--- src/rtl/lfc_pkg.sv ---
package lfc_pkg;

   typedef enum logic [1:0] {
      ST_IDLE  = 2'd0,
      ST_ADDR  = 2'd1,
      ST_FETCH = 2'd2
   } lfc_state_e;

   // data pattern produced by the behavioural banks
   localparam logic [63:0] PAT_MULT = 64'h0000_0000_9E37_79B9;
   localparam logic [63:0] PAT_SALT = 64'h0000_0000_1234_5678;

endpackage

--- src/rtl/lfc_bank.sv ---
module lfc_bank #(
   parameter int WA_W       = 30,
   parameter int DATA_W     = 32,
   parameter int ACCESS_CYC = 15
) (
   input  logic              clk,
   input  logic              rst_n,
   input  logic              start_i,
   input  logic [WA_W-1:0]   wa_i,
   output logic              rdy_o,
   output logic [DATA_W-1:0] data_o
);
   import lfc_pkg::*;

   localparam int CNT_W = $clog2(ACCESS_CYC + 1);

   logic [CNT_W-1:0]  cnt_q;
   logic [WA_W-1:0]   wa_q;
   logic              rdy_q;
   logic [DATA_W-1:0] wa_ext;

   always_ff @(posedge clk) begin
      if (!rst_n) begin
         cnt_q <= '0;
         wa_q  <= '0;
         rdy_q <= 1'b0;
      end else if (start_i) begin
         cnt_q <= CNT_W'(ACCESS_CYC);
         wa_q  <= wa_i;
         rdy_q <= 1'b0;
      end else if (cnt_q != '0) begin
         cnt_q <= cnt_q - 1'b1;
         if (cnt_q == CNT_W'(1)) rdy_q <= 1'b1;
      end
   end

   assign wa_ext = DATA_W'(wa_q);
   assign rdy_o  = rdy_q;
   assign data_o = rdy_q ? ((wa_ext * DATA_W'(PAT_MULT)) ^ DATA_W'(PAT_SALT)) : '0;

   // a fresh access hides the previous word until its latency elapses
   a_r3_rdy_clears: assert property (@(posedge clk) disable iff (!rst_n)
      start_i |=> !rdy_o);

   // the sequencer never restarts a bank mid-access
   a_r3_start_idle: assert property (@(posedge clk) disable iff (!rst_n)
      start_i |-> (cnt_q == '0));

endmodule

--- src/rtl/lfc_seq.sv ---
module lfc_seq #(
   parameter int ROW_W       = 28,
   parameter int IDX_W       = 2,
   parameter int LINE_WORDS  = 4,
   parameter bit INTERLEAVED = 1'b1
) (
   input  logic             clk,
   input  logic             rst_n,
   input  logic             req_i,
   input  logic [ROW_W-1:0] row_i,
   input  logic             sel_rdy_i,
   output logic             busy_o,
   output logic             start_o,
   output logic [ROW_W-1:0] row_o,
   output logic [IDX_W-1:0] beat_o,
   output logic             valid_o,
   output logic             done_o
);
   import lfc_pkg::*;

   localparam logic [IDX_W-1:0] LAST = IDX_W'(LINE_WORDS - 1);

   lfc_state_e       state_q;
   logic [ROW_W-1:0] row_q;
   logic [IDX_W-1:0] beat_q;
   logic             last_beat;

   assign last_beat = (beat_q == LAST);

   always_ff @(posedge clk) begin
      if (!rst_n) begin
         state_q <= ST_IDLE;
         row_q   <= '0;
         beat_q  <= '0;
      end else begin
         unique case (state_q)
            ST_IDLE: if (req_i) begin
               row_q   <= row_i;
               beat_q  <= '0;
               state_q <= ST_ADDR;
            end
            ST_ADDR: state_q <= ST_FETCH;
            ST_FETCH: if (sel_rdy_i) begin
               if (last_beat) begin
                  state_q <= ST_IDLE;
               end else begin
                  beat_q  <= beat_q + 1'b1;
                  state_q <= INTERLEAVED ? ST_FETCH : ST_ADDR;
               end
            end
            default: state_q <= ST_IDLE;
         endcase
      end
   end

   assign busy_o  = (state_q != ST_IDLE);
   assign start_o = (state_q == ST_ADDR);
   assign row_o   = row_q;
   assign beat_o  = beat_q;
   assign valid_o = (state_q == ST_FETCH) && sel_rdy_i;
   assign done_o  = valid_o && last_beat;

   // the captured line address is frozen for the whole fill
   a_r6_row_held: assert property (@(posedge clk) disable iff (!rst_n)
      busy_o |=> $stable(row_q));

   // the done pulse is the final cycle of busy
   a_r7_done_ends: assert property (@(posedge clk) disable iff (!rst_n)
      done_o |=> !busy_o);

   // each non-final beat advances the word index by one
   a_r4_beat_steps: assert property (@(posedge clk) disable iff (!rst_n)
      (valid_o && !done_o) |=> (beat_o == $past(beat_o) + 1'b1));

endmodule

--- src/rtl/lfc_top.sv ---
module lfc_top #(
   parameter int ADDR_W      = 32,
   parameter int DATA_W      = 32,
   parameter int LINE_WORDS  = 4,
   parameter int ACCESS_CYC  = 15,
   parameter bit INTERLEAVED = 1'b1,
   localparam int IDX_W      = $clog2(LINE_WORDS)
) (
   input  logic              clk,
   input  logic              rst_n,
   input  logic              fill_req,
   input  logic [ADDR_W-1:0] fill_addr,
   output logic              busy,
   output logic              word_valid,
   output logic [IDX_W-1:0]  word_idx,
   output logic [DATA_W-1:0] word_data,
   output logic              fill_done
);
   localparam int BYTE_W = $clog2(DATA_W / 8);
   localparam int OFS_W  = IDX_W + BYTE_W;
   localparam int ROW_W  = ADDR_W - OFS_W;
   localparam int WA_W   = ROW_W + IDX_W;

   if (LINE_WORDS < 2 || (1 << IDX_W) != LINE_WORDS) begin : g_bad_words
      $error("LINE_WORDS must be a power of two of at least 2");
   end
   if (DATA_W < 8 || DATA_W > 64 || (DATA_W % 8) != 0) begin : g_bad_data
      $error("DATA_W must be a whole number of bytes up to 64 bits");
   end
   if (ACCESS_CYC < 1) begin : g_bad_access
      $error("ACCESS_CYC must be at least 1");
   end
   if (ADDR_W <= OFS_W) begin : g_bad_addr
      $error("ADDR_W must exceed the line offset width");
   end

   logic [ROW_W-1:0]  row_q;
   logic [IDX_W-1:0]  beat;
   logic              bank_start;
   logic              sel_rdy;
   logic [DATA_W-1:0] sel_data;
   logic [OFS_W-1:0]  unused_low_bits;

   assign unused_low_bits = fill_addr[OFS_W-1:0];

   lfc_seq #(
      .ROW_W      (ROW_W),
      .IDX_W      (IDX_W),
      .LINE_WORDS (LINE_WORDS),
      .INTERLEAVED(INTERLEAVED)
   ) seq_i (
      .clk      (clk),
      .rst_n    (rst_n),
      .req_i    (fill_req),
      .row_i    (fill_addr[ADDR_W-1:OFS_W]),
      .sel_rdy_i(sel_rdy),
      .busy_o   (busy),
      .start_o  (bank_start),
      .row_o    (row_q),
      .beat_o   (beat),
      .valid_o  (word_valid),
      .done_o   (fill_done)
   );

   if (INTERLEAVED) begin : g_interleaved
      logic [LINE_WORDS-1:0] rdy_vec;
      logic [DATA_W-1:0]     bank_data [LINE_WORDS];

      for (genvar b = 0; b < LINE_WORDS; b++) begin : g_bank
         lfc_bank #(
            .WA_W      (WA_W),
            .DATA_W    (DATA_W),
            .ACCESS_CYC(ACCESS_CYC)
         ) bank_i (
            .clk    (clk),
            .rst_n  (rst_n),
            .start_i(bank_start),
            .wa_i   ({row_q, IDX_W'(b)}),
            .rdy_o  (rdy_vec[b]),
            .data_o (bank_data[b])
         );
      end

      assign sel_rdy  = rdy_vec[beat];
      assign sel_data = bank_data[beat];

      // all banks share one access and finish in the same cycle
      a_r3_banks_in_step: assert property (@(posedge clk) disable iff (!rst_n)
         (&rdy_vec) || !(|rdy_vec));
   end else begin : g_narrow
      lfc_bank #(
         .WA_W      (WA_W),
         .DATA_W    (DATA_W),
         .ACCESS_CYC(ACCESS_CYC)
      ) bank_i (
         .clk    (clk),
         .rst_n  (rst_n),
         .start_i(bank_start),
         .wa_i   ({row_q, beat}),
         .rdy_o  (sel_rdy),
         .data_o (sel_data)
      );
   end

   assign word_idx  = beat;
   assign word_data = word_valid ? sel_data : '0;

   // an idle controller takes a request on the next edge
   a_r6_accept: assert property (@(posedge clk) disable iff (!rst_n)
      (fill_req && !busy) |=> busy);

   // beats appear only inside a fill
   a_r8_valid_in_fill: assert property (@(posedge clk) disable iff (!rst_n)
      word_valid |-> busy);

endmodule

--- config.mk ---
export PLATFORM = sky130hd
export DESIGN_NAME = lfc_top
export DESIGN_NICKNAME = d
export VERILOG_FILES = /design/src/rtl/lfc_pkg.sv /design/src/rtl/lfc_bank.sv /design/src/rtl/lfc_seq.sv /design/src/rtl/lfc_top.sv
export SDC_FILE = /design/constraint.sdc
export NUM_CORES = 1
export LEC_CHECK = 0
export BUFFER_PORTS_ARGS = -buffer_cell sky130_fd_sc_hd__buf_4
export CAP_MARGIN = 25
export CORE_ASPECT_RATIO = 0.7
export CORE_UTILIZATION = 60
export CTS_CLUSTER_DIAMETER = 40
export CTS_CLUSTER_SIZE = 24
export DETAILED_ROUTE_END_ITERATION = 12
export GPL_TIMING_DRIVEN = 0
export HOLD_SLACK_MARGIN = 0.12
export PLACE_DENSITY_LB_ADDON = 0.08
export SETUP_SLACK_MARGIN = 0.2
export SLEW_MARGIN = 0
export SYNTH_ARGS = -nofsm -noshare
export SYNTH_HDL_FRONTEND = slang
export SYNTH_SLANG_ARGS = --single-unit
--- constraint.sdc ---
create_clock -name clk -period 18.1 [get_ports clk]
set_input_delay 0 -clock clk [delete_from_list [all_inputs] [get_ports clk]]
set_output_delay 0 -clock clk [all_outputs]
set_load 0.03 [all_outputs]
== Word-level counts from Yosys, hierarchy flattened ==
Cells that the tools add are included.

* RAM bits: 0
* ROM bits: 0
* Bits in latches: 0
* Output and inout port bits: 37
* Logic and storage cells: 88
* Memories: 0
* Register bits after elaboration: 139
* Input port bits: 35

* $add $sub $neg: 5
* $mul: 4
* Equal/unequal tests: 10
* Mux-type cells: 26
* Div/mod/pow operators: 0
* Shift-type cells: 0
* Reduce and logical (&&, ||, !) cells: 21
* Order comparisons: 2
* Bitwise logic cells: 6

{| class="wikitable"
|+ Operators by type and width
! operator !! count
|-
| 32-bit 2-to-1 mux || 7
|-
| 32-bit binary-select mux with 2-bit select || 1
|-
| 30-bit by 32-bit multiplier with 32-bit output, second input constant || 2
|-
| 13-bit inverter || 4
|-
| 28-bit by 32-bit multiplier with 30-bit output, second input constant || 1
|-
| 29-bit by 32-bit multiplier with 31-bit output, second input constant || 1
|-
| 4-bit 2-to-1 mux || 8
|-
| 4-bit by 1-bit equality test with 1-bit output, second input constant || 4
|-
| 4-bit nonzero test || 4
|-
| 4-bit by 1-bit subtractor with 4-bit output, second input constant || 4
|-
| 2-bit 2-to-1 mux || 6
|-
| 2-bit AND reduction || 6
|-
| 2-bit nonzero test || 6
|-
| 2-bit one-hot mux with 3 select lines || 1
|-
| 2-bit equality test, second input constant || 2
|-
| 2-bit inequality test, second input constant || 2
|-
| 2-bit one-hot mux with 2 select lines || 1
|-
| 4-bit AND reduction || 1
|-
| 3-bit >= comparator, second input constant || 1
|-
| 2-bit by 3-bit less-than comparator with 1-bit output, second input constant || 1
|-
| 2-bit inverter with 3-bit output || 1
|-
| 2-bit by 1-bit adder with 2-bit output, second input constant || 1
|-
| 1-bit binary-select mux with 2-bit select || 1
|-
| 2-bit by 1-bit equality test with 1-bit output, second input constant || 1
|-
| other kinds (6) || 7
|}

== Logic depth before layout (Yosys ltp) ==
Gate-level depths: netlist of the first run.

* Word-level depth: 7
* Depth in mapped cells: 27
* Gate-level depth less buffers: 27

== Hierarchy ==
A second synthesis of the first run with hierarchy kept.

* Cells, all modules: 4237
* Area total of the unflattened synthesis: 42455.7 sq um

{| class="wikitable"
|+ By module, submodules not included
! module !! cells an instance !! seq. area each (sq um) !! times used !! area an instance (sq um)
|-
| lfc_bank at g_interleaved.g_bank[1].bank_i ... || 971 || 700.7 || 2 || 9925.8
|-
| lfc_bank at g_interleaved.g_bank[0].bank_i || 1036 || 700.7 || 1 || 10169.8
|-
| lfc_bank at g_interleaved.g_bank[3].bank_i || 1000 || 700.7 || 1 || 10167.3
|-
| lfc_seq || 145 || 640.6 || 1 || 1248.7
|-
| lfc_top || 114 || 0.0 || 1 || 1018.5
|}

== Least setup slack after synthesis of the first run ==
No wires, ideal clock.

* Kind: register to output
* Start: reg g_interleaved.g_bank[3].bank_i.wa_q[3]
* End: out word_data[30]
* Arrival time: 7.498 ns
* Stages on the path, launching flop included: 24
* Path buffers: 0
* Path slack: 10.602 ns
* Cells stage by stage: dfxtp_1 ha_1 fa_1 inv_1 fa_1 inv_1 fa_1 inv_1 fa_1 fa_1 fa_1 inv_1 fa_1 ha_1 nand4_1 nor2_1 a211o_1 a21oi_1 o32ai_1 a221o_1 a211oi_1 xnor2_1 a221oi_1 a311oi_1

* Cells in the longest elaborated chain, start to end: 6

{| class="wikitable"
|+ Ends and longest elaborated chain
! what !! RTL line !! source
|-
| start: declaration || lfc_bank.sv:18 || <nowiki>logic [WA_W-1:0] wa_q;</nowiki>
|-
| start signal: assignment || lfc_bank.sv:29 || <nowiki>wa_q <= wa_i;</nowiki>
|-
| 30-bit by 32-bit multiplier with 32-bit output || lfc_bank.sv:39 || <nowiki>assign data_o = rdy_q ? ((wa_ext * DATA_W'(PAT_MULT)) ^ DATA_W'(PAT_SALT)) : '0;</nowiki>
|-
| 32-bit 2-to-1 mux || lfc_bank.sv:39 ||
|-
| 32-bit binary-select mux with 2-bit select || lfc_top.sv:85 || <nowiki>assign sel_data = bank_data[beat];</nowiki>
|-
| 32-bit 2-to-1 mux (not written as such) (2 in series) || lfc_top.sv:85 ||
|-
| 32-bit 2-to-1 mux || lfc_top.sv:106 || <nowiki>assign word_data = word_valid ? sel_data : '0;</nowiki>
|-
| end: declaration || lfc_top.sv:16 || <nowiki>output logic [DATA_W-1:0] word_data,</nowiki>
|}

No other way between the ends. The select of a mux whose other input is x is not followed.

== Final worst setup path of the first run ==
* Start: reg g_interleaved.g_bank[3].bank_i.wa_q[2]
* End: out word_data[30]

The elaborated chain is that of the path after synthesis.

==> run summary, run 1 <==
Filler Cell Count = 2783
Crit path from = g_interleaved.g_bank[3].bank_i.wa_q[2]$_SDFFE_PN0P_
Mapped Area = 0.0206 mm²
Min Tclk post-route = 9400 ps
Relative slew slack = 32.1%
Slew Viols, Final = 0
Antenna cell count = 0
Seq/Total Area, Yosys = 7.88%
Final ANT Viol Nets = 0
Drc violations = 0
Hold wc startpoint = rst_n
Global-route wire length before repair = 97300 µm
Area growth, synth to finish = 8.97%
Synth top area cells = fa_1 (34%), ha_1 (19%), inv_1 (11%), dfxtp_1 (7.9%), xnor2_1 (3.7%)
CP max stage cell = ha_1
CTS sink cnt = 81
Synth Warn # = 0
Worst vdd ir = 72.4 µV
Core area = 0.0336 mm²
Multi-input gate area = 0.0166 mm²
Slew @ Worst Pin = 1020 ps
Hold buffer count at cts = 37
Initial antenna violation count = 2
CP Data Arrival Time = 9400 ps
Top cell type by total area after synthesis = fa_1
Largest net degree at the start of global routing = 22
CP required = 18100 ps
Share of layout cells above drive strength 1 = 4.93%
Unrepaired setup endpoints after global routing = no
Most Frequent Cell on Critical Path = ha_1
IO buf count = 66
Synth top area share = 33.7%
GRT Util Overall = 37.8%
Die Wd = 223 µm
Buf+Inv Stages, Crit Path = 5
Most used DFF post-synth = dfxtp_1
Post-route cell area = 0.0224 mm²
Vias = 16.3k
Vias in the first global route = 16.4k
Crit-path max FO = 11
First-iteration detailed-routing DRC count = 1398
Congestion Overflow GR = 0
Flops & latches, synth = 81
Final hold slack = 202 ps
Critical path launch point type = register
H-Tree Depth = 3
Pwr Density = 54.3 mW/mm²
Register Area = 0.00162 mm²
FP Rows = 56
Worst r2r src = seq_i.beat_o[0]$_SDFFE_PN0P_
CTS root buf = clkbuf_16
Final WL = 63600 µm
Min-delay worst type = in -> reg
TritonCTS clock tree = yes
Post-Place Cell Area = 0.0217 mm²
I/O pin count = 72
CTS buffer count = 9
Die H = 157 µm
Worst skew pair latency = 350 ps
Global placement routability congestion = 1.01
Max_cap viols = 0
CP top delay family = adder cells
Leakage Power = 11.9 nW
Async SR Flop Fraction = 0%
Worst-path clk slew = 70 ps
Synth cell types = 76
Layout Skew = 12.9 ps
Final nets = 3069
Setup TNS = 0 ps
Post-DR vias/cell = 5.79
Final setup viols = 0
Number of synthesized flops with an enable pin = 0
Endpoint type of the worst setup path = primary output
Syn avg cell area = 9.15 µm²
Status = completed
WL per Instance = 22.7 µm
Delay of the slowest critical-path stage = 1120 ps
Syn_nets = 2951
Die Area = 0.0351 mm²
First-pass iteration count of the detailed router = 7
Post_cts resized = 0
Max Clk Rate = 106 MHz
Max Buffers Root-to-Sink = 2
Endpoints failing hold = 0
Critical Path, Cell by Cell = inv_1 > ha_1 > inv_1 > ha_1 > ha_1 > ha_1 > inv_1 > fa_1 > inv_1 > fa_1 > ha_1 > a21o_1 > a21oi_1 > o21ai_0 > a2111oi_2 > nor3b_1 > a2111oi_2 > o31ai_1 > xnor2_1 > nand2_1 > a311oi_1 > buf_4
Post-Synthesis Cells = 2250
Critical path type = reg -> out
Final period util = 51.9%
Initial Util = 61.2%
Post-DP HPWL = 55100 µm
Post-CTS Setup Bufs = 0
[synth_stat cells, types with 4 or more instances]
master / number
a21boi_0: 70
nor3b_1: 6
a2111oi_2: 4
a211oi_1: 13
and3_1: 10
nor2b_1: 19
nand2_1: 158
a21o_1: 43
xnor2_1: 87
clkbuf_1: 47
a221oi_1: 34
and2_1: 7
nor2_1: 60
nand3_1: 7
fa_1: 347
nand4_1: 6
nand2b_1: 18
o31ai_1: 6
o21ai_0: 49
xor2_1: 40
or3_1: 5
o21a_1: 17
a31oi_1: 12
nor3_1: 29
o22ai_1: 4
a21oi_1: 85
dfxtp_1: 81
inv_1: 576
ha_1: 319
o21bai_1: 12
o221ai_1: 4
[metal layers]
metal | routed length [µm] | track usage [%]
met3 | 8030 | 13.9
met1 | 29300 | 56.8
met5 | 13 | 0
met4 | 1390 | 7.80
met2 | 24900 | 51.3
[final timing paths]
path	endpoint	slack (ps)	depth (start not counted)
worst max register to register	seq_i.beat_o[0]$_SDFFE_PN0P_	15740	9
worst min-delay path	g_interleaved.g_bank[3].bank_i.wa_q[6]$_SDFFE_PN0P_	200	2
worst min register to register	g_interleaved.g_bank[3].bank_i.wa_q[19]$_SDFFE_PN0P_	460	2
worst max-delay path	word_data[30]	8700	22
[power breakdown]
part | switching, mW | internal (mW)
clock network | 0.0804 | 0.123
logic | 0.474 | 0.312
registers | 0.0245 | 0.202
total | 0.579 | 0.638
[state kept, by name, summed over array words and instances, names as in the netlist]
name                               count
g_interleaved.g_bank.bank_i.wa_q      29
seq_i.beat_o                           2
g_interleaved.g_bank.bank_i.rdy_o      4
seq_i.state_q                          2
g_interleaved.g_bank.bank_i.cnt_q     16
seq_i.row_o                           28
[cells by family after synthesis]
group / count (synthesis) / synth area share (%)
DFF: 81 / 7.88
AOI/OAI and AO/OA: 400 / 13.8
adders and majority gates: 666 / 53.1
muxes: 5 / 0.255
buffers and inverters: 625 / 11.4
xor gates and xnor gates: 131 / 5.82
and+or+nand+nor: 342 / 7.70
[stage by stage]
| stage | util, % | power, mW | setup slack [ps] | cells |
|---|---|---|---|---|
| after floorplan | - | 0.777 | 10600 | 2250 |
| after global placement | 64.3 | 0.967 | 8420 | 2751 |
| after detailed placement | 64.5 | 0.988 | 9280 | 2753 |
| after CTS | 66.5 | 1.20 | 8840 | 2806 |
| after global routing | 66.7 | 1.32 | 8260 | 2808 |
| final | 66.7 | 1.22 | 8700 | 2808 |
[cell type report]
type	instances	share of cell area [%]
buffer	48	0.809
tap	435	2.43
clock inverter	6	0.435
timing repair buffer	107	4.32
sequential	81	7.24
clock buffer	10	1.02
inverter	577	9.66
multi-input combinational	1544	74.1
[placed cells by master (no fill, tap or decap), types with 43 or more instances in the layout]
cell      netlist  routed
xnor2_1        87      87
o21ai_0        49      49
fa_1          347     347
buf_4           0      66
clkbuf_1       47      48
nand2_1       158     158
a21oi_1        85      85
nor2_1         60      59
inv_1         576     576
a21boi_0       70      70
ha_1          319     318
a21o_1         43      43
dfxtp_1        81      80
Power figures use the tool's default switching activity.
==> run 2, diff against run 1 <==
clock period = 8.1 ns   (was 18.1 ns; I/O delays follow)
==> run summary, run 2 (synthesis results as in run 1) <==
Final ANT Viol Nets = 0 (unchanged)
Congestion Overflow GR = 0 (unchanged)
IO buf count = 66 (unchanged)
Drc violations = 0 (unchanged)
Crit path from = g_interleaved.g_bank[3].bank_i.wa_q[4]$_SDFFE_PN0P_
TritonCTS clock tree = yes
Unrepaired setup endpoints after global routing = yes
Worst r2r src = seq_i.beat_o[0]$_SDFFE_PN0P_
Sw Share = 47.7% (+0.12 points)
Crit-path max FO = 5 (-6)
Final period util = 96.3%
Most frequent cells in the layout = inv_1 (569), fa_1 (331), ha_1 (299)
R2R setup slack = 5710 ps (-10030 ps)
Worst hold path depth = 2 (unchanged)
Endpoint type of the worst setup path = primary output
Global-route wire length before repair = 99000 µm (+1.8%)
Worst skew pair latency = 350 ps (about the same)
Die H = 157 µm (unchanged)
Clk network pwr share = 16.2% (-0.5 points)
FP Rows = 56 (unchanged)
CP required = 8100 ps (-10000 ps)
Pwr Density = 120 mW/mm² (+120%)
WL per Instance = 23.0 µm (+1.5%)
Post-DR vias/cell = 5.79 (about the same)
Filler Cell Count = 2692 (-3.3%)
Post-Place Cells = 2753 (unchanged)
GRT Util Overall = 38.5% (+0.72 points)
Gate power share = 65.8% (+1.1 points)
GRT met1 Usage = 58.0% (+1.2 points)
Cells on worst reg2reg path = 10 (+1)
Leakage Power = 12.1 nW (+1.9%)
Status = completed
Share of layout cells above drive strength 1 = 10.5% (+5.6 points)
CP Data Arrival Time = 7800 ps (-1600 ps)
Endpoints failing hold = 0 (unchanged)
Hold wc startpoint = rst_n
Met3 Use GR = 13.9% (+0.056 points)
Vias in the first global route = 16.6k (+0.99%)
Final nets = 3110 (+1.3%)
Layout Skew = 13.1 ps (+0.241 ps)
Max Clk Rate = 128 MHz
Max_cap viols = 0 (unchanged)
Critical path launch point type = register
Min Tclk post-route = 7800 ps
Max FFs per register = 29 (unchanged)
Grt met2 use = 52.5% (+1.2 points)
Largest net degree at the start of global routing = 22 (unchanged)
Initial Util = 61.2% (unchanged)
Die Area = 0.0351 mm² (unchanged)
Relative slew slack = 35.9% (+3.8 points)
Hold path endpoint = seq_i.row_o[9]$_SDFFE_PN0P_
Commonest non-fill, non-tap cell in the layout = inv_1
Reg power frac = 18.0% (-0.6 points)
H-Tree Depth = 3 (unchanged)
Global placement routability congestion = 1.01 (unchanged)
Min-delay worst type = in -> reg
Post-Place Cell Area = 0.0217 mm² (unchanged)
Vias = 16.5k (+1.5%)
Post-route cell area = 0.0232 mm² (+3.6%)
Largest reg by FF count = g_interleaved.g_bank.bank_i.wa_q
Slew @ Worst Pin = 954 ps (-63.1 ps)
I/O pin count = 72 (unchanged)
Critical R2R Capture = seq_i.beat_o[1]$_SDFFE_PN0P_
Critical path type = reg -> out
P_int = 1.46 mW (+130%)
Busiest metal layer after global routing = met1
NetSw = 1.33 mW (+130%)
Worst-path clk slew = 60 ps (about the same)
Initial antenna violation count = 0 (-2)
Non-filler cells, final = 2850 (+1.5%)
Area growth, synth to finish = 12.9%
Slew Viols, Final = 0 (unchanged)
Core area = 0.0336 mm² (unchanged)
Fin util = 69.1% (+2.4 points)
Final Power = 2.80 mW (+130%)
Post-DP HPWL = 55100 µm (unchanged)
CTS buffer count = 9 (unchanged)
Max Buffers Root-to-Sink = 2 (unchanged)
Worst vdd ir = 162 µV (+120%)
Die Wd = 223 µm (unchanged)
First-pass iteration count of the detailed router = 5 (-2)
Final setup viols = 0 (unchanged)
First-iteration detailed-routing DRC count = 1454 (+4.0%)
CTS root buf = clkbuf_16
CTS sink cnt = 81 (unchanged)
Final WL = 65500 µm (+3.0%)
run 2: changes by cell type in the layout (fill, tap and decap cells not counted), moves of 9 or more:
cell / change
buf_4: +41
dfxtp_1: -11
fa_1: -16
fa_2: +16
ha_1: -19
ha_2: +10
ha_4: +9
run 2: layer usage:
| layer | routed length [µm] | vias up |
|---|---|---|
| li1 | - | 7490 |
| met3 | 8590 | 82 |
| met2 | 25900 | 757 |
| met1 | 29700 | 8173 |
| met5 | 0 | - |
| met4 | 1440 | 0 |
run 2: timing repair:
item / 4_1_cts / 5_1_grt
setup endpoints to repair: 18 / 12
setup buffers: 18 / 24
hold buffers: 37 / 0
pin swaps: 8 / 49
gates resized for setup: 49 / 71
endpoints found under the hold margin: 38 / 0
gates cloned: 0 / 0
run 2: power by group through the flow:
stage               sequential (mW)  clock, mW  combinational (mW)
floorplan                     0.500          0                1.24
global placement              0.518          0                1.64
detailed placement            0.515          0                1.69
CTS                           0.503      0.458                1.75
global route                  0.510      0.473                2.03
finish                        0.503      0.453                1.84
run 2: worst max-delay path by stage:
stage / cells past startpoint / endpoint
5_1_grt: 26 / word_data[30]
2_1_floorplan: 23 / word_data[30]
6_report: 24 / word_data[30]
4_1_cts: 24 / word_data[30]
3_3_place_gp: 24 / word_data[30]
3_5_place_dp: 24 / word_data[30]
run 2: worst max-delay path, stage by stage (launching register included):
cell and delay (ps):
dfxtp_4 400, fa_2 660, fa_1 470, xor2_1 160, ha_2 350, inv_2 50, fa_1 560, inv_1 70
fa_1 470, inv_1 60, fa_1 520, inv_2 50, fa_2 340, fa_1 520, ha_4 210, or4_4 580
a2111oi_4 400, nor3b_4 120, a2111oi_4 290, buf_4 190, o31ai_2 70, xnor2_1 220, nand2_1 100, a311oi_2 330
buf_4 230
run 2: per-stage QoR:
stage          worst slack (ps)  setup TNS [ps]  hold slack (ps)
3_5_place_dp               -724           -4930              253
6_report                    303               0              218
4_1_cts                     202               0              159
5_1_grt                    86.9               0              221
3_3_place_gp              -1580          -18120              260
2_1_floorplan               602               0              145
run 2: area by class of cell:
type	instances	area [µm²]	area share [%]
multi-input combinational	1544	17100	73.5
inverter	577	2170	9.35
sequential	81	1660	7.13
timing repair buffer	148	1270	5.46
tap	435	544	2.34
clock buffer	10	229	0.985
buffer	48	183	0.786
clock inverter	6	97.6	0.420
antenna	1	2.50	0.0108
==> run 3, diff against run 2 <==
SYNTH_HIERARCHICAL = 1   (was not set)
==> run summary, run 3 <==
First-pass iteration count of the detailed router = 6 (+1)
Relative slew slack = 25.1% (-11 points)
Number of synthesized flops with an enable pin = 0 (unchanged)
Seq/Total Area, Yosys = 8.11% (+0.23 points)
Crit-path max FO = 8 (+3)
CP required = 8100 ps (about the same)
Max FFs per register = 120 (+310%)
Most used DFF post-synth = dfxtp_1
Most Frequent Cell on Critical Path = fa_1
Top cells by count, synth = inv_1 (1214), fa_1 (820), ha_1 (697)
Largest net degree at the start of global routing = 40 (+82%)
Critical Path, Cell by Cell = fa_1 > ha_1 > or2_2 > fa_1 > fa_1 > fa_1 > fa_1 > fa_1 > inv_1 > fa_1 > inv_1 > ha_1 > and3_1 > a221o_1 > a21oi_2 > nor3b_4 > a211oi_4 > o41ai_2 > mux2i_1 > mux2i_2 > o22ai_4 > buf_6
Leakage Power = 24.4 nW (+100%)
WL per Instance = 23.5 µm (+2.3%)
Pre-CTS WS = -27.5 ps (+697 ps)
Slew Viols, Final = 0 (unchanged)
Non-filler cells, final = 5316 (+87%)
CP Data Arrival Time = 7920 ps (+120 ps)
Synth cell types = 80 (+5.3%)
Congestion Overflow GR = 0 (unchanged)
CP top delay family = adder cells
Synth Warn # = 6 (+6)
Pwr Density = 101 mW/mm² (-16%)
Buf+Inv Stages, Crit Path = 3 (-3)
Die Area = 0.0718 mm² (+100%)
Vias in the first global route = 29.3k (+77%)
Critical path type = reg -> out
Share of layout cells above drive strength 1 = 7.97% (-2.5 points)
Final setup viols = 0 (unchanged)
Endpoint type of the worst setup path = primary output
Global placement routability congestion = 1.03 (+2.8%)
Worst vdd ir = 214 µV (+33%)
Unrepaired setup endpoints after global routing = yes
Worst skew pair latency = 470 ps (+120 ps)
CTS sink cnt = 172 (+110%)
Core area = 0.0699 mm² (+110%)
Die H = 225 µm (+43%)
CTS buffer count = 17 (+8)
Cells on worst reg2reg path = 5 (-5)
Syn avg cell area = 10.0 µm² (+9.5%)
Mapped Area = 0.0425 mm² (+110%)
Post-DP HPWL = 111000 µm (+100%)
Min-delay worst type = in -> reg
Initial antenna violation count = 2 (+2)
H-Tree Depth = 4 (+1)
Max Clk Rate = 126 MHz (-1.5%)
Flops & latches, synth = 172 (+110%)
FP Rows = 81 (+45%)
Async SR Flop Fraction = 0% (unchanged)
Critical path launch point type = register
CP max stage cell = fa_1
Post-route cell area = 0.0459 mm² (+98%)
Max Buffers Root-to-Sink = 2 (unchanged)
Final period util = 97.7% (+1.5 points)
Final ANT Viol Nets = 0 (unchanged)
GRT Util Overall = 36.1% (-2.4 points)
Largest reg by FF count = g_interleaved.g_bank.bank_i/wa_q
I/O pin count = 72 (unchanged)
Drc violations = 0 (unchanged)
Synth top area cells = fa_1 (39%), ha_1 (21%), inv_1 (11%), dfxtp_1 (8.1%), mux2i_1 (4.6%)
CTS root buf = clkbuf_16
Die Wd = 320 µm (+43%)
TritonCTS clock tree = yes
Slew @ Worst Pin = 1120 ps (+170 ps)
Endpoints failing hold = 0 (unchanged)
Status = completed
Worst-path clk slew = 80 ps (+20 ps)
Post-DR vias/cell = 5.45 (-5.9%)
Critical path depth = 22 (-8.3%)
Final worst setup slack = 185 ps (-118 ps)
Commonest non-fill, non-tap cell in the layout = inv_1
Fin util = 65.7% (-3.4 points)
Area growth, synth to finish = 8.22%
Final nets = 5942 (+91%)
Top cell type by total area after synthesis = fa_1
Synth top area share = 38.7% (+4.9 points)
First-iteration detailed-routing DRC count = 2607 (+79%)
IO buf count = 67 (+1.5%)
Most numerous cell in the Yosys netlist = inv_1
Antenna cell count = 0 (-1)
Initial Util = 60.7% (-0.49 points)
Layout Skew = 15.3 ps (+2.22 ps)
Post-Place Cell Area = 0.0441 mm² (+100%)
Post-Synthesis Cells = 4237 (+88%)
Worst hold path depth = 5 (+3)
Delay of the slowest critical-path stage = 610 ps (-50 ps)
Final WL = 125000 µm (+91%)
Most frequent cells in the layout = inv_1 (1207), fa_1 (804), ha_1 (684)
Final Power = 4.64 mW (+66%)
Vias = 29.0k (+75%)
Max_cap viols = 0 (unchanged)
Post-Place Cells = 5223 (+90%)
Global-route wire length before repair = 187000 µm (+88%)
Min Tclk post-route = 7920 ps (+118 ps)
## run 3: cell types whose count changed in the layout (fill, tap and decap cells not counted), sizes merged, moves of 36 or more
| cell | delta |
|---|---|
| xnor2 | +87 |
| dfxtp | +91 |
| fa | +473 |
| mux2i | +194 |
| a21boi | -42 |
| nor2b | +104 |
| ha | +378 |
| inv | +645 |
| nor2 | +77 |
| nand2 | -57 |
| o22ai | +36 |
## run 3: metal layers
layer | track usage, % | part of all wire (%) | up-vias
met4 | 5.02 | 1.3 | 6
met1 | 57.0 | 48 | 14300
met2 | 42.4 | 34 | 1327
met3 | 19.2 | 16 | 79
li1 | - | - | 13300
met5 | 2.83 | 0.25 | -
## run 3: worst paths after layout
kind | start | end | slack (ps)
max | g_interleaved.g_bank[3].bank_i/wa_q[6]$_SDFFE_PN0P_ | word_data[28] | 180
min | fill_req | seq_i/row_o[27]$_SDFFE_PN0P_ | 140
max reg2reg | seq_i/state_q[0]$_SDFFE_PN0P_ | g_interleaved.g_bank[3].bank_i/wa_q[10]$_SDFFE_PN0P_ | 5150
min reg2reg | g_interleaved.g_bank[0].bank_i/wa_q[29]$_SDFFE_PN0P_ | g_interleaved.g_bank[0].bank_i/wa_q[29]$_SDFFE_PN0P_ | 530
## run 3: logic make-up after synthesis
kind of cell | after synthesis | synth area share (%)
multiplexers | 202 | 4.80
buffers and inverters | 1281 | 11.6
AND/OR/NAND/NOR | 494 | 5.91
other | 2 | 0.0177
flip-flops | 172 | 8.11
adder cells (fa/ha/maj) | 1517 | 59.2
XOR/XNOR | 218 | 4.56
AO/OA/AOI/OAI | 351 | 5.78
## run 3: stage by stage
stage / hold slack (ps) / TNS [ps]
3_3_place_gp: 257 / 0
3_5_place_dp: 258 / -27.5
2_1_floorplan: 128 / 0
6_report: 141 / 0
5_1_grt: 154 / 0
4_1_cts: 125 / 0
## run 3: timing repair
action | CTS | global route
hold buffers | 30 | 0
endpoints found under the hold margin | 50 | 0
gates resized for setup | 85 | 110
pin swaps | 23 | 42
buffers inserted | 7 | 24
endpoints found under the setup margin | 11 | 13
## run 3: where the power goes
part,internal (mW),switching [mW]
Combinational,1.10,1.60
Clock,0.450,0.440
Sequential,0.904,0.144
## run 3: layout make-up
class	count	area (µm²)
plain buffers	66	373
clock buffers	18	429
multi-input cells	2790	34600
well taps	913	1140
clock inverters	14	195
fillers	5810	24000
repair buffers	128	1050
inverters	1215	4560
flip-flops and latches	172	3560
## run 3: worst reg2reg max path, stage by stage, from the launching register on
cell and delay [ps]:
dfxtp_1 450, nor2b_1 670, clkbuf_1 480, buf_1 880
mux2i_1 300, nor2b_1 60
